## src/rtl/pcirq_pkg.sv

```systemverilog
package pcirq_pkg;
  localparam int unsigned GROUPS_DEF = 3;
  localparam int unsigned WIDTH_DEF  = 8;
  // register slots after the mask registers
  localparam int unsigned SLOT_CTRL = 0;
  localparam int unsigned SLOT_FLAG = 1;
  localparam int unsigned SLOT_GLB  = 2;
  localparam int unsigned SLOTS     = 3;
endpackage

```

## src/rtl/pcirq_regs.sv

```systemverilog
module pcirq_regs
  import pcirq_pkg::*;
#(
  parameter int unsigned GROUPS = GROUPS_DEF,
  parameter int unsigned WIDTH  = WIDTH_DEF,
  parameter int unsigned ADDR_W = 3,
  parameter logic [GROUPS*WIDTH-1:0] PIN_VALID = '1
) (
  input  logic                      clk_i,
  input  logic                      rst_ni,
  input  logic                      we_i,
  input  logic [ADDR_W-1:0]         addr_i,
  input  logic [WIDTH-1:0]          wdata_i,
  input  logic [GROUPS-1:0]         flags_i,
  output logic [GROUPS*WIDTH-1:0]   mask_o,
  output logic [GROUPS-1:0]         grp_en_o,
  output logic                      glb_en_o,
  output logic [GROUPS-1:0]         w1c_o,
  output logic [WIDTH-1:0]          rd_data_o
);
  localparam logic [ADDR_W-1:0] A_CTRL = ADDR_W'(GROUPS + SLOT_CTRL);
  localparam logic [ADDR_W-1:0] A_FLAG = ADDR_W'(GROUPS + SLOT_FLAG);
  localparam logic [ADDR_W-1:0] A_GLB  = ADDR_W'(GROUPS + SLOT_GLB);

  for (genvar g = 0; g < GROUPS; g++) begin : g_mask
    logic [WIDTH-1:0] q;
    always_ff @(posedge clk_i or negedge rst_ni) begin
      if (!rst_ni) q <= '0;
      else if (we_i && addr_i == ADDR_W'(g)) q <= wdata_i & PIN_VALID[g*WIDTH +: WIDTH];
    end
    assign mask_o[g*WIDTH +: WIDTH] = q;
  end

  logic [GROUPS-1:0] grp_en_q;
  logic              glb_en_q;

  always_ff @(posedge clk_i or negedge rst_ni) begin
    if (!rst_ni) begin
      grp_en_q <= '0;
      glb_en_q <= 1'b0;
    end else if (we_i) begin
      if (addr_i == A_CTRL) grp_en_q <= wdata_i[GROUPS-1:0];
      if (addr_i == A_GLB)  glb_en_q <= wdata_i[0];
    end
  end

  assign grp_en_o = grp_en_q;
  assign glb_en_o = glb_en_q;
  assign w1c_o    = (we_i && addr_i == A_FLAG) ? wdata_i[GROUPS-1:0] : '0;

  always_comb begin
    rd_data_o = '0;
    if (int'(addr_i) < GROUPS) rd_data_o = mask_o[int'(addr_i)*WIDTH +: WIDTH];
    else if (addr_i == A_CTRL) rd_data_o[GROUPS-1:0] = grp_en_q;
    else if (addr_i == A_FLAG) rd_data_o[GROUPS-1:0] = flags_i;
    else if (addr_i == A_GLB)  rd_data_o[0] = glb_en_q;
  end
endmodule

```

## src/rtl/pcirq_detect.sv

```systemverilog
module pcirq_detect
  import pcirq_pkg::*;
#(
  parameter int unsigned GROUPS = GROUPS_DEF,
  parameter int unsigned WIDTH  = WIDTH_DEF,
  localparam int unsigned NPINS = GROUPS * WIDTH
) (
  input  logic              clk_i,
  input  logic              rst_ni,
  input  logic [NPINS-1:0]  pins_i,
  input  logic [NPINS-1:0]  mask_i,
  output logic [GROUPS-1:0] grp_chg_o
);
  logic [NPINS-1:0] prev_q;
  logic [NPINS-1:0] chg;

  always_ff @(posedge clk_i or negedge rst_ni) begin
    if (!rst_ni) prev_q <= '0;
    else         prev_q <= pins_i;
  end

  // either-edge detect, masked per pin
  assign chg = (pins_i ^ prev_q) & mask_i;

  for (genvar g = 0; g < GROUPS; g++) begin : g_or
    assign grp_chg_o[g] = |chg[g*WIDTH +: WIDTH];
  end
endmodule

```

## src/rtl/pcirq_flags.sv

```systemverilog
module pcirq_flags
  import pcirq_pkg::*;
#(
  parameter int unsigned GROUPS = GROUPS_DEF
) (
  input  logic              clk_i,
  input  logic              rst_ni,
  input  logic [GROUPS-1:0] set_i,
  input  logic [GROUPS-1:0] clr_i,
  input  logic [GROUPS-1:0] grp_en_i,
  input  logic              glb_en_i,
  output logic [GROUPS-1:0] flags_o,
  output logic [GROUPS-1:0] irq_o
);
  logic [GROUPS-1:0] flags_q;

  // set wins over a clear in the same cycle
  always_ff @(posedge clk_i or negedge rst_ni) begin
    if (!rst_ni) flags_q <= '0;
    else         flags_q <= (flags_q & ~clr_i) | set_i;
  end

  assign flags_o = flags_q;
  assign irq_o   = flags_q & grp_en_i & {GROUPS{glb_en_i}};
endmodule

```

## src/rtl/pin_change_irq.sv

```systemverilog
module pin_change_irq
  import pcirq_pkg::*;
#(
  parameter int unsigned GROUPS = GROUPS_DEF,
  parameter int unsigned WIDTH  = WIDTH_DEF,
  parameter logic [GROUPS*WIDTH-1:0] PIN_VALID = 24'hFF_7F_FF,
  localparam int unsigned NPINS  = GROUPS * WIDTH,
  localparam int unsigned ADDR_W = $clog2(GROUPS + SLOTS)
) (
  input  logic              clk_i,
  input  logic              rst_ni,
  input  logic              wr_en_i,
  input  logic [ADDR_W-1:0] addr_i,
  input  logic [WIDTH-1:0]  wdata_i,
  output logic [WIDTH-1:0]  rd_data_o,
  input  logic [NPINS-1:0]  pins_i,
  input  logic [GROUPS-1:0] ack_i,
  output logic [GROUPS-1:0] irq_o
);
  logic [NPINS-1:0]  mask_w;
  logic [GROUPS-1:0] grp_en_w;
  logic              glb_en_w;
  logic [GROUPS-1:0] w1c_w;
  logic [GROUPS-1:0] flags_w;
  logic [GROUPS-1:0] chg_w;

  pcirq_regs #(
    .GROUPS(GROUPS), .WIDTH(WIDTH), .ADDR_W(ADDR_W), .PIN_VALID(PIN_VALID)
  ) u_regs (
    .clk_i(clk_i), .rst_ni(rst_ni), .we_i(wr_en_i), .addr_i(addr_i),
    .wdata_i(wdata_i), .flags_i(flags_w), .mask_o(mask_w),
    .grp_en_o(grp_en_w), .glb_en_o(glb_en_w), .w1c_o(w1c_w),
    .rd_data_o(rd_data_o)
  );

  pcirq_detect #(.GROUPS(GROUPS), .WIDTH(WIDTH)) u_detect (
    .clk_i(clk_i), .rst_ni(rst_ni), .pins_i(pins_i), .mask_i(mask_w),
    .grp_chg_o(chg_w)
  );

  pcirq_flags #(.GROUPS(GROUPS)) u_flags (
    .clk_i(clk_i), .rst_ni(rst_ni), .set_i(chg_w), .clr_i(ack_i | w1c_w),
    .grp_en_i(grp_en_w), .glb_en_i(glb_en_w), .flags_o(flags_w),
    .irq_o(irq_o)
  );
endmodule

```

## config.mk

```make
export PLATFORM = sky130hd
export DESIGN_NAME = pin_change_irq
export DESIGN_NICKNAME = d
export VERILOG_FILES = /design/src/rtl/pcirq_pkg.sv /design/src/rtl/pcirq_regs.sv /design/src/rtl/pcirq_detect.sv /design/src/rtl/pcirq_flags.sv /design/src/rtl/pin_change_irq.sv
export SDC_FILE = /design/constraint.sdc
export NUM_CORES = 1
export LEC_CHECK = 0
export CORE_ASPECT_RATIO = 1.5
export CORE_MARGIN = 2
export CORE_UTILIZATION = 52
export CTS_BUF_LIST = sky130_fd_sc_hd__clkbuf_8
export DETAILED_ROUTE_END_ITERATION = 6
export PLACE_DENSITY = 0.85
export SLEW_MARGIN = 40
export SYNTH_ARGS = -nofsm -noshare
export SYNTH_HDL_FRONTEND = slang
export SYNTH_SLANG_ARGS = --single-unit
```

## constraint.sdc

```tcl
create_clock -name clk_i -period 1.7 [get_ports clk_i]
set_input_delay 0.34 -clock clk_i [delete_from_list [all_inputs] [get_ports clk_i]]
set_output_delay 0.34 -clock clk_i [all_outputs]
set_load 0.05 [all_outputs]
```

==> run summary <==
Fmax = 0.587 GHz
Worst Path Required = 1360 ps
Clock root cell = clkbuf_8
Initial antenna violation count = 0
Most used DFF post-synth = dfrtp_1
GRT overflow = 0
Die height = 86.3 µm
Worst setup SP type = flip-flop
H-Tree Level Count = 2
Worst path buffer plus inverter count = 1
DRT Wirelength = 5890 µm
Actual slew at the worst max-slew pin = 363 ps
Unique masters post-synth = 27
Post-synth EDFFs = 0
Most frequent cell after synthesis = dfrtp_1
Setup TNS = -6.60 ps
CP endpoint kind = output pin
Fillcell total = 257
Final Worst Setup Slack = -4.08 ps
Commonest cells post-synth = dfrtp_1 (53), mux2_2 (27), xor2_1 (23)
Run status = complete, but fails checks
Final Slew Violations = 0
Slowest cell on crit path = dfrtp_1
Synth Net Count = 223
Total global routing track utilization = 25.2%
Relative max-transition margin = 75.8%
Crit-path leading delay family = flip-flops
Number of port buffers = 50
Row count = 29
Max-cap violations = 0
Mapped Cells = 182
Share of the synthesized area in the top cell type = 56.5%
Cts bufs inserted = 5
Final worst path period share = 100%
Sequential power share = 44.9%
Max clock buf depth = 2
CP max stage delay = 410 ps
P per Cell Area = 1020 nW/µm²
#FFs+latches synth = 53
Detailed placement HPWL = 4250 µm
CTS tree = built
Worst-path clk slew = 90 ps
Clock network fraction of design power = 23.1%
Min-delay worst type = primary input to async pin
Post-DRT Antenna Nets = 0
Final setup viols = 2
Gate power share = 32.0%
Area contributors post-synth = dfrtp_1 (57%), mux2_2 (13%), xor2_1 (8.6%), mux2i_1 (4.3%), nor2_1 (2.4%)
Switching Share = 30.2%
Initial core utilization = 54.8%
Top Ports = 52
Clk sinks = 53
Crit path kind = flip-flop to output pin
Antenna Cells = 0
Critical-path cell list = mux2i_1 > nor2_2 > a21oi_2 > o22ai_4 > buf_12
Final #Nets = 307
Drt pass-1 iters = 6
Share of cells above drive strength 1 = 41.4%
Post-synth ARST share = 100%
Worst Reg2Reg Path Length in Cells = 4
DRC violations left = 2
Warnings, synthesis = 0
Violations in the final reports = DRC, setup timing
Post-Syn Area = 2350 µm²
Post-synth top area cell = dfrtp_1
Leakage power = 0.00154 µW
Vias = 1764
Total die area = 5080 µm²
Syn_area_per_cell = 12.9 µm²
RSZ-0062 raised after global routing = yes
Crit-path max FO = 3
Area Overhead vs Synth = 49.4%
Clock Skews = 9.23 ps
Vias in the first global route = 1884
Fin crit period = 1700 ps
Seq/Total Area, Yosys = 56.5%
Seq. cell area = 1330 µm²
CTS Hold Bufs = 0
Crit. path cell count = 5
Initial DRC count = 52
Critical Path AT = 1360 ps
Gp weighted congestion = 0.960
Area of the multi-input gates = 1130 µm²
Average wire per standard cell = 18.9 µm
Largest net degree at the start of global routing = 54
Clk_lat worst skew = 310 ps
First-pass GRT wire length = 9250 µm
Peak VDD IR = 0.965 mV
Via/cell ratio = 5.65
Core footprint = 4280 µm²
Final hold violations = 0
Switching power = 1080 µW
Int Pwr = 2490 µW
Layout Utilization = 81.9%
Die width = 58.9 µm
-- power groups by stage --
stage	sequential, µW	clock [µW]	combinational, µW
global route	1620	885	1220
floorplan	1560	0	556
CTS	1610	840	1040
detailed placement	1630	0	950
global placement	1630	0	931
finish	1600	823	1140
-- final cells by class --
cell class	count	share of cell area [%]
sequential	53	37.9
multi-input combinational	120	32.2
timing repair buffer	83	24.9
clock buffer	5	1.96
tap	46	1.64
clock inverter	2	0.999
inverter	3	0.393
-- placed cells by master (no fill, tap or decap), drive strengths merged, types with 2 or more instances in the layout --
| cell | n |
|---|---|
| dfrtp | 53 |
| buf | 47 |
| clkdlybuf4s50 | 35 |
| mux2 | 27 |
| xor2 | 23 |
| nor2 | 15 |
| a21oi | 11 |
| mux2i | 10 |
| a22oi | 6 |
| clkbuf | 6 |
| and3 | 5 |
| o22ai | 3 |
| inv | 3 |
| a221oi | 3 |
| a211o | 2 |
| nand4 | 2 |
| a22o | 2 |
| nand3 | 2 |
| nor2b | 2 |
| nor3 | 2 |
-- per-stage QoR --
stage / total power, µW / area (µm²) / instances / hold slack, ps / setup WS (ps)
after floorplan: 2120 / 2430 / 182 / 44.4 / 5.22
after global placement: 2560 / 3190 / 288 / 349 / -530
after detailed placement: 2580 / 3190 / 288 / 366 / -553
after CTS: 3480 / 3400 / 301 / 20.8 / -21.3
after global routing: 3720 / 3510 / 312 / 29.3 / -84.9
final: 3570 / 3510 / 312 / 5.50 / -4.08
-- metal layers --
| layer | GRT usage, % | wire (µm) | vias up |
|---|---|---|---|
| met1 | 29.1 | 2220 | 878 |
| met5 | 0 | 0 | - |
| met3 | 5.07 | 195 | 12 |
| met4 | 12.4 | 140 | 0 |
| li1 | - | - | 827 |
| met2 | 43.3 | 3340 | 47 |
-- final timing paths --
check,startpoint,end,slack (ps)
worst min-delay path,rst_ni,u_detect.prev_q[14]$_DFF_PN0_,5
worst min register to register,u_regs.grp_en_o[2]$_DFFE_PN0P_,u_regs.grp_en_o[2]$_DFFE_PN0P_,540
min in group clk_i,pins_i[13],u_detect.prev_q[13]$_DFF_PN0_,500
max in group asynchronous,rst_ni,u_regs.g_mask[0].q[1]$_DFFE_PN0P_,1420
worst max-delay path,u_regs.g_mask[2].q[0]$_DFFE_PN0P_,rd_data_o[0],-4
worst max register to register,u_regs.g_mask[0].q[6]$_DFFE_PN0P_,u_flags.flags_o[0]$_DFF_PN0_,370
-- what timing repair did --
| item | in CTS | in global routing |
|---|---|---|
| pin swaps | 4 | 5 |
| resized for setup | 27 | 7 |
| buffers inserted | 6 | 11 |
| endpoints found under the setup margin | 24 | 7 |
-- cell families (layout without fill, tap and decap cells) --
family | Yosys count | count (layout) | share of synthesized area, %
buffers and inverters | 9 | 93 | 1.92
multiplexers | 37 | 37 | 17.2
AND/OR/NAND/NOR | 32 | 32 | 7.68
AO/OA/AOI/OAI | 28 | 28 | 8.10
flip-flops | 53 | 53 | 56.5
XOR/XNOR | 23 | 23 | 8.58
-- state kept, by name (all words and copies together), names as in the netlist --
name and cells:
u_detect.prev_q 23, u_regs.glb_en_o 1, u_regs.g_mask.q 23, u_flags.flags_o 3, u_regs.grp_en_o 3
No activity file was read; power rests on OpenSTA's default activity.
